==> src/rtl/clkdiv_seq_pkg.sv <==
package clkdiv_seq_pkg;
    typedef enum logic [1:0] {
        ST_IDLE = 2'd0,
        ST_PREP = 2'd1,
        ST_HOLD = 2'd2
    } seq_state_e;
endpackage

==> src/rtl/clkdiv_seq_ctrl.sv <==
module clkdiv_seq_ctrl
    import clkdiv_seq_pkg::*;
#(
    parameter int REQ_W      = 9,
    parameter int FIELD_W    = 8,
    parameter int HOLD_TICKS = 4,
    parameter int RESET_DIV  = 4
) (
    input  logic               clk,
    input  logic               rst_n,
    input  logic               req_valid,
    input  logic [REQ_W-1:0]   req_div,
    input  logic               alt_req,
    input  logic               ref_tick,
    output logic               busy,
    output logic               done,
    output logic               bypass,
    output logic               alt_sel,
    output logic [FIELD_W-1:0] div_field
);
    localparam int HCNT_W = $clog2(HOLD_TICKS + 1);
    localparam int FULL   = 1 << FIELD_W;

    typedef struct packed {
        seq_state_e         state;
        logic [FIELD_W-1:0] pend;
        logic [FIELD_W-1:0] div;
        logic               byp;
        logic               alt;
        logic [HCNT_W-1:0]  hcnt;
        logic               done;
    } ctrl_s;

    ctrl_s q_q, d_d;
    logic [FIELD_W-1:0] clamp_d;

    always_comb begin
        if (req_div == '0 || req_div >= REQ_W'(FULL))
            clamp_d = '0;
        else
            clamp_d = req_div[FIELD_W-1:0];

        d_d      = q_q;
        d_d.done = 1'b0;
        case (q_q.state)
            ST_IDLE: begin
                d_d.alt = alt_req;
                if (req_valid) begin
                    d_d.state = ST_PREP;
                    d_d.pend  = clamp_d;
                    d_d.alt   = 1'b0;
                end
            end
            ST_PREP: begin
                d_d.byp   = 1'b1;
                d_d.div   = q_q.pend;
                d_d.hcnt  = '0;
                d_d.state = ST_HOLD;
            end
            ST_HOLD: begin
                if (ref_tick) begin
                    if (q_q.hcnt == HCNT_W'(HOLD_TICKS - 1)) begin
                        d_d.byp   = 1'b0;
                        d_d.done  = 1'b1;
                        d_d.state = ST_IDLE;
                    end else begin
                        d_d.hcnt = q_q.hcnt + 1'b1;
                    end
                end
            end
            default: d_d.state = ST_IDLE;
        endcase
    end

    always_ff @(posedge clk) begin
        if (!rst_n) begin
            q_q.state <= ST_IDLE;
            q_q.pend  <= '0;
            q_q.div   <= FIELD_W'(RESET_DIV);
            q_q.byp   <= 1'b0;
            q_q.alt   <= 1'b0;
            q_q.hcnt  <= '0;
            q_q.done  <= 1'b0;
        end else begin
            q_q <= d_d;
        end
    end

    assign busy      = (q_q.state != ST_IDLE);
    assign done      = q_q.done;
    assign bypass    = q_q.byp;
    assign alt_sel   = q_q.alt;
    assign div_field = q_q.div;


    alt_off_in_bypass_chk: assert property (@(posedge clk) disable iff (!rst_n)
        q_q.byp |-> !q_q.alt);

    alt_cleared_first_chk: assert property (@(posedge clk) disable iff (!rst_n)
        $rose(q_q.byp) |-> $past(!q_q.alt));

    div_only_in_bypass_chk: assert property (@(posedge clk) disable iff (!rst_n)
        !$stable(q_q.div) |-> q_q.byp);

    done_single_chk: assert property (@(posedge clk) disable iff (!rst_n)
        q_q.done |=> !q_q.done);
endmodule

==> src/rtl/clkdiv_seq_gen.sv <==
module clkdiv_seq_gen #(
    parameter int FIELD_W   = 8,
    parameter bit PRE_HALVE = 1'b1
) (
    input  logic               clk,
    input  logic               rst_n,
    input  logic               bypass,
    input  logic               ref_tick,
    input  logic [FIELD_W-1:0] div_field,
    output logic               clk_en
);
    localparam int CNT_W = FIELD_W + 1;
    localparam int FULL  = 1 << FIELD_W;

    typedef struct packed {
        logic [CNT_W-1:0] cnt;
        logic             ph;
    } gen_s;

    gen_s q_q, d_d;
    logic [CNT_W-1:0] last;
    logic src_tick;

    generate
        if (PRE_HALVE) begin : g_half
            assign src_tick = q_q.ph;
        end else begin : g_full
            assign src_tick = 1'b1 | q_q.ph;
        end
    endgenerate

    always_comb begin
        if (div_field == '0)
            last = CNT_W'(FULL - 1);
        else
            last = {1'b0, div_field} - 1'b1;

        d_d = q_q;
        if (bypass) begin
            d_d.cnt = '0;
            d_d.ph  = 1'b0;
        end else begin
            d_d.ph = ~q_q.ph;
            if (src_tick)
                d_d.cnt = (q_q.cnt == last) ? '0 : q_q.cnt + 1'b1;
        end
        clk_en = bypass ? ref_tick : (src_tick && (q_q.cnt == last));
    end

    always_ff @(posedge clk) begin
        if (!rst_n) begin
            q_q.cnt <= '0;
            q_q.ph  <= 1'b0;
        end else begin
            q_q <= d_d;
        end
    end


    reload_on_bypass_chk: assert property (@(posedge clk) disable iff (!rst_n)
        bypass |=> (q_q.cnt == '0 && !q_q.ph));

    cnt_in_range_chk: assert property (@(posedge clk) disable iff (!rst_n)
        !bypass |-> (q_q.cnt <= last));
endmodule

==> src/rtl/clkdiv_seq.sv <==
module clkdiv_seq #(
    parameter int REQ_W      = 9,
    parameter int FIELD_W    = 8,
    parameter int HOLD_TICKS = 4,
    parameter int RESET_DIV  = 4,
    parameter bit PRE_HALVE  = 1'b1,
    parameter int RATIO_W    = FIELD_W + 2
) (
    input  logic               clk,
    input  logic               rst_n,
    input  logic               req_valid,
    input  logic [REQ_W-1:0]   req_div,
    input  logic               alt_req,
    input  logic               ref_tick,
    output logic               busy,
    output logic               done,
    output logic               bypass,
    output logic               alt_sel,
    output logic [FIELD_W-1:0] div_field,
    output logic [RATIO_W-1:0] ratio,
    output logic               clk_en
);
    localparam int FULL = 1 << FIELD_W;

    clkdiv_seq_ctrl #(
        .REQ_W(REQ_W), .FIELD_W(FIELD_W),
        .HOLD_TICKS(HOLD_TICKS), .RESET_DIV(RESET_DIV)
    ) ctrl_i (
        .clk(clk), .rst_n(rst_n), .req_valid(req_valid), .req_div(req_div),
        .alt_req(alt_req), .ref_tick(ref_tick), .busy(busy), .done(done),
        .bypass(bypass), .alt_sel(alt_sel), .div_field(div_field)
    );

    clkdiv_seq_gen #(.FIELD_W(FIELD_W), .PRE_HALVE(PRE_HALVE)) gen_i (
        .clk(clk), .rst_n(rst_n), .bypass(bypass), .ref_tick(ref_tick),
        .div_field(div_field), .clk_en(clk_en)
    );

    logic [RATIO_W-1:0] nval;
    always_comb begin
        nval  = (div_field == '0) ? RATIO_W'(FULL) : RATIO_W'(div_field);
        ratio = PRE_HALVE ? (nval << 1) : nval;
    end
endmodule

==> config.mk <==
export PLATFORM = sky130hd
export DESIGN_NAME = clkdiv_seq
export DESIGN_NICKNAME = d
export VERILOG_FILES = /design/src/rtl/clkdiv_seq_pkg.sv /design/src/rtl/clkdiv_seq_ctrl.sv /design/src/rtl/clkdiv_seq_gen.sv /design/src/rtl/clkdiv_seq.sv
export SDC_FILE = /design/constraint.sdc
export NUM_CORES = 1
export LEC_CHECK = 0
export CORE_MARGIN = 1.5
export CORE_UTILIZATION = 25
export DETAILED_ROUTE_END_ITERATION = 7
export DONT_BUFFER_PORTS = 1
export PLACE_DENSITY = 0.49
export RECOVER_POWER = 50
export SYNTH_ARGS = -nofsm -noshare
export SYNTH_HDL_FRONTEND = slang
export SYNTH_HIERARCHICAL = 1
export SYNTH_SLANG_ARGS = --single-unit
==> constraint.sdc <==
create_clock -name clk -period 5.65 [get_ports clk]
set_clock_uncertainty 0.1 [all_clocks]
set_input_delay 0.2825 -clock clk [delete_from_list [all_inputs] [get_ports clk]]
set_output_delay 0.2825 -clock clk [all_outputs]
set_load 0.005 [all_outputs]
==> results.env, run 1 <==
FP.DIEH_UM=92.4
CAP_VIOL_MAX_COUNT=1
POST_SYNTH_INST_COUNT=235
TIMING.HOLD.WS_NS=0.0283
SYNTH_TOP_FLOP_CELL='sky130_fd_sc_hd__dfxtp_1'
CLOCK_NETWORK_LATENCY_TO_THE_LATER_PIN_OF_THE_WORST_SKEW_PAIR_NS=0.28
SETUP_VIOL_COUNT_FINAL=0
CLOCK-SINKS=34
TYPE_OF_ORIGIN_OF_THE_CRITICAL_PATH='flop'
PEAKVDDDROP_mV=0.120
POSTLAYOUTSETUPSLACKWORST_NS=2.32
SYNTHTOPCELLSBYCOUNT='sky130_fd_sc_hd__dfxtp_1, sky130_fd_sc_hd__nand2_1, sky130_fd_sc_hd__o21ai_0'
ASYNCSETRESETFLOPFRACSYNTH_PCT=0
WIRE_PER_INST_UM=13.0
UNREPAIRED_SETUP_ENDPOINTS_AFTER_GLOBAL_ROUTING='false'
CELL_WITH_THE_LARGEST_STAGE_DELAY_ON_THE_WORST_PATH='sky130_fd_sc_hd__dfxtp_1'
MUXSHAREOFSYNTHAREA_PCT=1.06
INITIAL_DRT_MARKERS=84
HPWL_UM=2940
STATUS='finished, violations left'
CP_DATA_REQUIRED_TIME_NS=5.27
POWER_DENSITY_nW_PER_UM2=241
WORST_PATH_ARRIVAL_TIME_NS=2.95
VIOLATIONS_IN_THE_FINAL_REPORTS='capacitance limit, slew limit'
FIRST_GLOBAL_VIAS=1440
PLACED_CELLS=308
SETUP_SLACK_AFTER_PLACEMENT_NS=2.60
FINAL.PERIOD_UTILIZATION_PCT=58.9
WORST_SETUP_PATH_END_KIND='primary output'
FLOORPLAN.DIE_AREA_UM2=8540
CORE.ROWCOUNT=32
GRT_USE_TOTAL_PCT=10.2
SYNTH-SEQ-CELLS=34
GR-TOTAL-OVERFLOW=0
FIN_CRIT_NS=3.33
GP_CONGESTION=0.833
CTS_BUFFERS=5
DIE_WIDTH_UM=92.4
CTSHTREEMAXLEVEL=2
WORSTPATHCELLLIST='inv_1 > ha_1 > xor2_1 > nand2_1 > a21o_1 > a2111o_1 > nor4_4 > mux2_1'
DRT-VIAS-PER-INSTANCE=4.74
CTS_BUFFER_DEPTH=2
ROUTED-VIA-COUNT=1504
CTS_TREE='yes'
SYNTH.DISTINCT_CELLS=55
TOP_LEVEL_PORTS=37
WORST_PATH_LARGEST_CELL_DELAY_NS=0.56
DRIVE_GT1_SHARE_PCT=9.30
WIRE_LENGTH_OF_THE_FIRST_GLOBAL_ROUTING_PASS_UM=6930
YOSYSMOSTFREQUENTCELL='sky130_fd_sc_hd__dfxtp_1'
CTS.ROOT.BUFFER_CELL='sky130_fd_sc_hd__clkbuf_8'
NUMBER_OF_OPTIMIZATION_ITERATIONS_IN_THE_FIRST_DETAILED_ROUTE_PASS=4
INITIAL_UTILIZATION_PCT=25.9
DRTANTENNAVIOLNETS=0
SYNTH_COMPOUND_GATE_AREA_SHARE_PCT=13.8
SYNTH_LARGEST_TYPE_AREA_FRACTION_PCT=34.0
SYNTHESIS.NETS=255
GRT_MAX_DEGREE=37
FMAX_MHz=300
SYNTH-SIMPLE-AREA-SHARE_PCT=31.7
ANTENNA_FOUND_INITIAL=0
PATH_MAX_FANOUT=10
SEQUENTIAL_CELL_AREA_UM2=681
SYN_AVG_CELL_AREA_UM2=8.51
FINAL_ROUTED_WIRELENGTH_UM=4130
AREA_OCCUPIED_BY_MULTI_INPUT_GATES_UM2=1100
TIGHTESTPINTRANSITION_NS=1.56
SYNTH_SEQ_AREA_SHARE_PCT=34.0
FINALHOLDVIOLCOUNT=0
MAXSLEWHEADROOM_PCT=-4.05
SYNTH_ADDER_AREA_SHARE_PCT=3.75
SYNTH.YOSYS.WARNINGS=6
FINALNETCOUNT=234
SYNTHXORXNORAREAFRAC_PCT=5.26
SYNTH.LARGEST_AREA_CELL='sky130_fd_sc_hd__dfxtp_1'
AREA_DELTA_SYNTH_FINAL_PCT=1.88
MAIN_COMBINATIONAL_CELL_FAMILY_BY_AREA_AFTER_SYNTHESIS='simple AND/OR/NAND/NOR gates'
CLKSLEWWORSTSETUPHOLDPATHS_NS=0.07
HOLD_PATH_CLASS='input pin to flop'
CELL_AREA_PLACED_UM2=1950
LAYOUTNONFILLERINSTCOUNT=317
TIMING.SETUP.CRITICAL_PATH_CLASS='flop to primary output'
PLACEABLECOREAREA_UM2=7730
DESIGN_AREA_UM2=2040
SYNTHESIZED_CELL_AREA_UM2=2000
CTS_RESIZED=0
NUM_ANTENNA_CELLS=0
SYNTH_EDF_COUNT=0
POST-ROUTE-DRC-COUNT=0
DRV_SLEW=18
SYNTH_TOP_AREA_CELLS='sky130_fd_sc_hd__dfxtp_1, sky130_fd_sc_hd__nand2_1, sky130_fd_sc_hd__nand4b_1'
PORT_BUFFERS=0
LEAKAGE_uW=0.000701
NUM-FILL-CELLS=830
FIN_TNS_SETUP_NS=0
-- layer usage --
layer / vias up / global-route usage, % / wire length (um)
met2: 25 / 17.3 / 1980
li1: 779 / - / -
met4: 0 / 3.72 / 53
met5: - / 0 / 0
met1: 694 / 12.4 / 1920
met3: 6 / 2.30 / 174
-- report_power, final --
| group | internal, uW | total (uW) | switching, uW |
|---|---|---|---|
| Clock | 98.2 | 182 | 83.6 |
| Combinational | 22.2 | 49.2 | 27.1 |
| Sequential | 248 | 260 | 12.2 |
-- path summary, 6_finish.rpt --
kind / from / slack [ns] / end / depth (start not counted)
hold / removal: rst_n / 0.03 / ctrl_i/q_q[23] / 1
hold reg to reg: ctrl_i/q_q[21] / 0.36 / ctrl_i/q_q[21] / 2
setup reg to reg: ctrl_i/div_field[0] / 2.86 / gen_i/q_q[3] / 8
setup / recovery: ctrl_i/div_field[0] / 2.32 / clk_en / 8
-- metrics by stage --
step / total power, uW / utilization [%]
2_1_floorplan: 315 / -
3_3_place_gp: 315 / 25.2
3_5_place_dp: 316 / 25.2
4_1_cts: 502 / 26.5
5_1_grt: 521 / 26.4
6_report: 491 / 26.4
-- worst max-delay path, delay by kind of cell, from the launching register on --
family | cells | cell delay [ns]
compound gates | 2 | 0.64
xor+xnor | 1 | 0.25
flops | 1 | 0.56
fa+ha+maj | 1 | 0.31
buf+inv | 1 | 0.14
simple gates | 2 | 0.53
mux | 1 | 0.23
-- flip-flops by register name, indices dropped and copies added, names as in the netlist --
register          flops
ctrl_i/alt_sel        1
gen_i/src_tick        1
ctrl_i/done           1
gen_i/q_q             9
ctrl_i/div_field      8
ctrl_i/bypass         1
ctrl_i/q_q           13
-- layout by cell type, fill, tap and decap left out, drive strengths merged, types with 3 or more instances in the layout --
cell type   n
nand4b     10
nand2      31
a21boi      7
nor2        7
nor3        9
xor2        7
or4         3
ha          6
inv         7
o21ai      16
nand3b      3
and3        5
nand4       5
dfxtp      34
nor4        5
xnor2       5
a21oi       5
nand3       8
clkbuf      7
nand2b      4
-- cells by family after synthesis --
group | count (synthesis)
xor gates and xnor gates | 12
other | 1
AOI/OAI and AO/OA | 42
and+or+nand+nor | 102
muxes | 2
adders and majority gates | 6
DFF | 34
buffers and inverters | 36
-- timing repair --
item                      4_1_cts  5_1_grt
hold buffers                    1        0
setup buffers                   0        0
hold endpoints to repair        1        0
-- cell type report --
type | count | share of cell area (%)
clock buffers | 7 | 4.24
clock inverters | 1 | 0.246
inverters | 7 | 1.29
multi-input cells | 165 | 54.1
flip-flops and latches | 34 | 33.4
well taps | 102 | 6.27
repair buffers | 1 | 0.491
Power figures use the tool's default switching activity.
==> run 2, diff against run 1 <==
--- a/config.mk
+++ b/config.mk
@@ -5,11 +5,12 @@
 export SDC_FILE = /design/constraint.sdc
 export NUM_CORES = 1
 export LEC_CHECK = 0
+export ABC_AREA = 1
 export CORE_MARGIN = 1.5
 export CORE_UTILIZATION = 25
 export DETAILED_ROUTE_END_ITERATION = 7
 export DONT_BUFFER_PORTS = 1
-export PLACE_DENSITY = 0.49
+export PLACE_DENSITY = 0.51
 export RECOVER_POWER = 50
 export SYNTH_ARGS = -nofsm -noshare
 export SYNTH_HDL_FRONTEND = slang
==> constraint.sdc (replaced) <==
create_clock -name clk -period 2.8 [get_ports clk]
set_clock_uncertainty 0.1 [all_clocks]
set_input_delay 0.14 -clock clk [delete_from_list [all_inputs] [get_ports clk]]
set_output_delay 0.14 -clock clk [all_outputs]
set_load 0.005 [all_outputs]
==> results.env, run 2 <==
STATUS='finished clean'
DRTANTENNAVIOLNETS=0
CTS_POST_SETUP_BUFFERS_INSERTED=0
HOLD_PATH_CLASS='input pin to flop'
HPWL_UM=3340
FINAL.PERIOD_UTILIZATION_PCT=88.0
CTS.ROOT.BUFFER_CELL='sky130_fd_sc_hd__clkbuf_8'
MOST_COMMON_CELL_AFTER_LAYOUT_FILL_AND_TAPS_ASIDE='sky130_fd_sc_hd__nand2_1'
CAP_VIOL_MAX_COUNT=0
DIE_WIDTH_UM=94.6
CTS_RESIZED=0
SYNTH-SEQ-CELLS=34
PATH_MAX_FANOUT=8
DR_WL_MET3_UM=233
GRT_USE_TOTAL_PCT=11.2
DESIGN_AREA_UM2=2320
FINAL_ROUTED_WIRELENGTH_UM=4540
CLKSLEWWORSTSETUPHOLDPATHS_NS=0.07
TYPE_OF_ORIGIN_OF_THE_CRITICAL_PATH='flop'
SYNTH.LARGEST_AREA_CELL='sky130_fd_sc_hd__dfxtp_1'
SYNTH_LARGEST_TYPE_AREA_FRACTION_PCT=32.5
FIRST_GLOBAL_VIAS=1731
MET2_WIRELENGTH_UM=2140
LAYOUT_COMMON_CELLS='sky130_fd_sc_hd__nand2_1, sky130_fd_sc_hd__nor2_1, sky130_fd_sc_hd__inv_1'
CLOCK_NETWORK_LATENCY_TO_THE_LATER_PIN_OF_THE_WORST_SKEW_PAIR_NS=0.28
POST-ROUTE-DRC-COUNT=0
INITIAL_DRT_MARKERS=60
PLACED_CELLS=394
POST_SYNTH_INST_COUNT=311
MAXSLEWHEADROOM_PCT=47.0
WORST_SETUP_PATH_END_KIND='primary output'
TIMING.SETUP.CRITICAL_PATH_CLASS='flop to primary output'
CTS_BUFFER_DEPTH=2
DRT-MET1-WL_UM=2140
NUM-FILL-CELLS=920
SYNTH_EDF_COUNT=0
FMAX_MHz=406
UNREPAIRED_SETUP_ENDPOINTS_AFTER_GLOBAL_ROUTING='false'
CTS_BUFFERS=5
CP_DATA_REQUIRED_TIME_NS=2.56
CTSHTREEMAXLEVEL=2
ASYNCSETRESETFLOPFRACSYNTH_PCT=0
AREA_DELTA_SYNTH_FINAL_PCT=10.9
TIGHTESTPINTRANSITION_NS=0.793
PLACEABLECOREAREA_UM2=8180
DRV_SLEW=0
WIRE_LENGTH_OF_THE_FIRST_GLOBAL_ROUTING_PASS_UM=7910
DRT-VIAS-PER-INSTANCE=4.36
NUMBER_OF_OPTIMIZATION_ITERATIONS_IN_THE_FIRST_DETAILED_ROUTE_PASS=4
CORE.ROWCOUNT=33
SYNTH.YOSYS.WARNINGS=6
SYNTH.DISTINCT_CELLS=31
FP.DIEH_UM=94.6
POWER_DENSITY_nW_PER_UM2=569
SYNTH_TOP_FLOP_CELL='sky130_fd_sc_hd__dfxtp_1'
INITIAL_UTILIZATION_PCT=25.6
SYN_AVG_CELL_AREA_UM2=6.74
ROUTED-VIA-COUNT=1799
FINALHOLDVIOLCOUNT=0
WIRE_PER_INST_UM=11.0
TIMING.HOLD.WS_NS=0.0149
SYNTHESIS.NETS=331
SYNTHTOPCELLSBYCOUNT='sky130_fd_sc_hd__nand2_1, sky130_fd_sc_hd__nor2_1, sky130_fd_sc_hd__inv_1'
LEAKAGE_uW=0.00110
SYNTH_SEQ_AREA_SHARE_PCT=32.5
GR-TOTAL-OVERFLOW=0
ANTENNA_FOUND_INITIAL=0
FLOORPLAN.DIE_AREA_UM2=8940
LAYOUTNONFILLERINSTCOUNT=413
FIN_CRIT_NS=2.46
TOP_SIGNAL_LAYER_USED='met4'
CELL_AREA_PLACED_UM2=2080
NUM_ANTENNA_CELLS=0
MAX_FFS_PER_REGISTER=13
REGMOSTFLOPS='ctrl_i/q_q'
FINALNETCOUNT=327
WORST_PATH_ARRIVAL_TIME_NS=2.22
SYNTHESIZED_CELL_AREA_UM2=2100
CTS_TREE='yes'
TOP_LEVEL_PORTS=37
SETUP_VIOL_COUNT_FINAL=0
PORT_BUFFERS=0
FIN_TNS_SETUP_NS=0
SYNTH_TOP_AREA_CELLS='sky130_fd_sc_hd__dfxtp_1, sky130_fd_sc_hd__nand2_1, sky130_fd_sc_hd__nor2_1'
YOSYSMOSTFREQUENTCELL='sky130_fd_sc_hd__nand2_1'
FIN_TOTAL_PWR_uW=1320
CLOCK-SINKS=34
GRT_MAX_DEGREE=25
PEAKVDDDROP_mV=0.174
DRIVE_GT1_SHARE_PCT=9.42
GP_CONGESTION=0.805
run 2: final timing paths:
kind	to	startpoint	cells after the start	slack (ns)
worst min-delay path	ctrl_i/q_q[23]	ref_tick	2	0.01
worst max register to register	gen_i/q_q[4]	ctrl_i/div_field[0]	10	0.70
worst min register to register	ctrl_i/div_field[2]	ctrl_i/q_q[16]	2	0.38
worst max-delay path	clk_en	ctrl_i/div_field[0]	9	0.34
run 2: timing repair:
item / 4_1_cts / 5_1_grt
endpoints found under the setup margin: 0 / 0
hold endpoints to repair: 24 / 0
hold buffers: 11 / 0
run 2: per-stage QoR:
| step | utilization [%] | setup WS (ns) |
|---|---|---|
| 2_1_floorplan | - | 0.913 |
| 3_3_place_gp | 25.5 | 0.665 |
| 3_5_place_dp | 25.5 | 0.617 |
| 4_1_cts | 28.5 | 0.292 |
| 5_1_grt | 28.4 | 0.138 |
| 6_report | 28.4 | 0.336 |
run 2: cell type report:
cell class                      count  area, um2  area share [%]
Tap cell                          105        131            5.65
Clock inverter                      3       68.8            2.96
Inverter                           44        165            7.10
Multi-Input combinational cell    211       1100            47.3
Timing Repair Buffer               11        110            4.74
Clock buffer                        5       68.8            2.96
Sequential cell                    34        681            29.3
run 2: report_power, final:
| part | leakage, uW | switching (uW) | internal [uW] |
|---|---|---|---|
| Sequential | 0.000278 | 40.5 | 514 |
| Combinational | 0.000755 | 139 | 83.3 |
| Clock | 0.0000683 | 188 | 357 |
run 2: kinds of logic after synthesis:
family / share of synthesized area (%)
other: 0.179
xor gates and xnor gates: 3.34
buffers and inverters: 14.7
AOI/OAI and AO/OA: 8.72
DFF: 32.5
and+or+nand+nor: 37.0
adders and majority gates: 3.58
run 2: routing by layer:
metal | up-vias | GRT usage, %
met5 | - | 0
met4 | 0 | 2.99
met3 | 2 | 3.38
met2 | 26 | 18.9
met1 | 821 | 13.7
li1 | 950 | -
run 2: critical path, cell delays in order, from the launching register on:
cell and delay (ns):
sky130_fd_sc_hd__dfxtp_1 0.49, sky130_fd_sc_hd__inv_1 0.16, sky130_fd_sc_hd__ha_1 0.30, sky130_fd_sc_hd__xnor2_1 0.25
sky130_fd_sc_hd__a21oi_1 0.10, sky130_fd_sc_hd__nor2_1 0.11, sky130_fd_sc_hd__nand2_1 0.09, sky130_fd_sc_hd__nor2_4 0.14
sky130_fd_sc_hd__nand3_4 0.12, sky130_fd_sc_hd__a21oi_2 0.18
==> run 3, diff against run 2 <==
--- a/config.mk
+++ b/config.mk
@@ -7,11 +7,10 @@
 export LEC_CHECK = 0
 export ABC_AREA = 1
 export CORE_MARGIN = 1.5
-export CORE_UTILIZATION = 25
+export CORE_UTILIZATION = 55
 export DETAILED_ROUTE_END_ITERATION = 7
 export DONT_BUFFER_PORTS = 1
-export PLACE_DENSITY = 0.51
-export RECOVER_POWER = 50
+export PLACE_DENSITY = 0.84
 export SYNTH_ARGS = -nofsm -noshare
 export SYNTH_HDL_FRONTEND = slang
 export SYNTH_HIERARCHICAL = 1
==> results.env, run 3 (synthesis results as in run 2) <==
CTS_BUFFER_DEPTH=2
PATH_MAX_FANOUT=8
SETUP_VIOL_COUNT_FINAL=0
FINAL.PERIOD_UTILIZATION_PCT=87.4
SETUP_SLACK_AFTER_PLACEMENT_NS=0.663
TOP_LEVEL_PORTS=37
GRT_USE_TOTAL_PCT=23.5
ANTENNA_FOUND_INITIAL=0
AREA_DELTA_SYNTH_FINAL_PCT=6.63
MAX_FFS_PER_REGISTER=13
HOLD_PATH_CLASS='input pin to flop'
FINAL_ROUTED_WIRELENGTH_UM=4330
MAXSLEWHEADROOM_PCT=47.6
STATUS='finished clean'
NUMBER_OF_OPTIMIZATION_ITERATIONS_IN_THE_FIRST_DETAILED_ROUTE_PASS=4
CORE.ROWCOUNT=22
WIRE_LENGTH_OF_THE_FIRST_GLOBAL_ROUTING_PASS_UM=7710
CLKSLEWWORSTSETUPHOLDPATHS_NS=0.07
TIGHTESTPINTRANSITION_NS=0.783
FLOORPLAN.DIE_AREA_UM2=4190
CLOCK_NETWORK_LATENCY_TO_THE_LATER_PIN_OF_THE_WORST_SKEW_PAIR_NS=0.29
CAP_VIOL_MAX_COUNT=0
FMAX_MHz=408
INITIAL_DRT_MARKERS=137
GR-TOTAL-OVERFLOW=0
PORT_BUFFERS=0
FINALHOLDVIOLCOUNT=0
MOST_COMMON_CELL_AFTER_LAYOUT_FILL_AND_TAPS_ASIDE='sky130_fd_sc_hd__nand2_1'
HPWL_UM=2970
WORST_PATH_ARRIVAL_TIME_NS=2.21
UNREPAIRED_SETUP_ENDPOINTS_AFTER_GLOBAL_ROUTING='false'
FIRST_GLOBAL_VIAS=1824
PEAKVDDDROP_mV=0.314
CTS_RESIZED=0
WORST_SETUP_PATH_END_KIND='primary output'
TYPE_OF_ORIGIN_OF_THE_CRITICAL_PATH='flop'
PLACEABLECOREAREA_UM2=3660
WIRE_PER_INST_UM=12.2
FIN_TNS_SETUP_NS=0
LAYOUT_COMMON_CELLS='sky130_fd_sc_hd__nand2_1, sky130_fd_sc_hd__nor2_1, sky130_fd_sc_hd__inv_1'
POSTLAYOUTSETUPSLACKWORST_NS=0.352
LEAKAGE_uW=0.00109
GRT_MAX_DEGREE=25
CTSHOLDBUFFERS=11
ROUTED-VIA-COUNT=1829
CTS.ROOT.BUFFER_CELL='sky130_fd_sc_hd__clkbuf_8'
NUM_ANTENNA_CELLS=0
PLACED_CELLS=337
DRIVE_GT1_SHARE_PCT=9.77
POWER_DENSITY_nW_PER_UM2=556
DIE_WIDTH_UM=64.7
REGMOSTFLOPS='ctrl_i/q_q'
CTS_BUFFERS=5
DRT-VIAS-PER-INSTANCE=5.15
CP_DATA_REQUIRED_TIME_NS=2.56
FP.DIEH_UM=64.7
CTS_POST_SETUP_BUFFERS_INSERTED=0
FIN_CRIT_NS=2.45
TIMING.SETUP.CRITICAL_PATH_CLASS='flop to primary output'
INITIAL_UTILIZATION_PCT=57.2
CTSHTREEMAXLEVEL=2
CTS_TREE='yes'
GP_CONGESTION=0.851
LAYOUTNONFILLERINSTCOUNT=355
FINALNETCOUNT=327
DRTANTENNAVIOLNETS=0
POST-ROUTE-DRC-COUNT=0
TIMING.HOLD.WS_NS=0.0183
CLOCK-SINKS=34
DRV_SLEW=0
run 3: cell count changes in the layout (fill, tap and decap cells not counted), sizes merged:
cell and delta:
bufinv -1, clkbuf +1, clkinv -1
run 3: final timing paths:
check | depth (start not counted) | endpoint | from | slack, ns
worst min register to register | 2 | ctrl_i/div_field[2] | ctrl_i/q_q[16] | 0.38
worst min-delay path | 3 | ctrl_i/alt_sel | req_valid | 0.02
worst max register to register | 10 | gen_i/q_q[9] | ctrl_i/div_field[0] | 0.73
worst max-delay path | 9 | clk_en | ctrl_i/div_field[0] | 0.35
run 3: per-stage QoR:
| step | utilization, % | total power [uW] | area (um2) |
|---|---|---|---|
| 2_1_floorplan | - | 759 | 2100 |
| 3_3_place_gp | 55.0 | 765 | 2010 |
| 3_5_place_dp | 55.0 | 771 | 2010 |
| 4_1_cts | 61.0 | 1250 | 2230 |
| 5_1_grt | 61.0 | 1310 | 2230 |
| 6_report | 61.0 | 1240 | 2230 |
run 3: final cells by class:
class                   instances  area (um2)
clock buffers                   6        82.6
clock inverters                 1        30.0
fillers                       338        1430
inverters                      44         165
multi-input cells             211        1110
flip-flops and latches         34         681
well taps                      48        60.1
repair buffers                 11         110
run 3: power breakdown:
group          internal (uW)  leakage [uW]  switching (uW)
Combinational           84.4      0.000756             141
Clock                    285     0.0000573             178
Sequential               515      0.000278            40.1
run 3: worst max-delay path: stages, from the launching register on:
cell	delay [ns]
sky130_fd_sc_hd__dfxtp_1	0.47
sky130_fd_sc_hd__inv_1	0.16
sky130_fd_sc_hd__ha_1	0.29
sky130_fd_sc_hd__xnor2_1	0.25
sky130_fd_sc_hd__a21oi_1	0.10
sky130_fd_sc_hd__nor2_1	0.11
sky130_fd_sc_hd__nand2_1	0.09
sky130_fd_sc_hd__nor2_4	0.14
sky130_fd_sc_hd__nand3_4	0.12
sky130_fd_sc_hd__a21oi_2	0.19
run 3: layer usage:
| layer | track usage (%) | part of all wire, % | routed length, um |
|---|---|---|---|
| met4 | 10.1 | 1.8 | 76 |
| met2 | 39.2 | 47 | 2060 |
| met3 | 5.73 | 5.8 | 252 |
| met5 | 0 | 0 | 0 |
| met1 | 28.6 | 45 | 1950 |
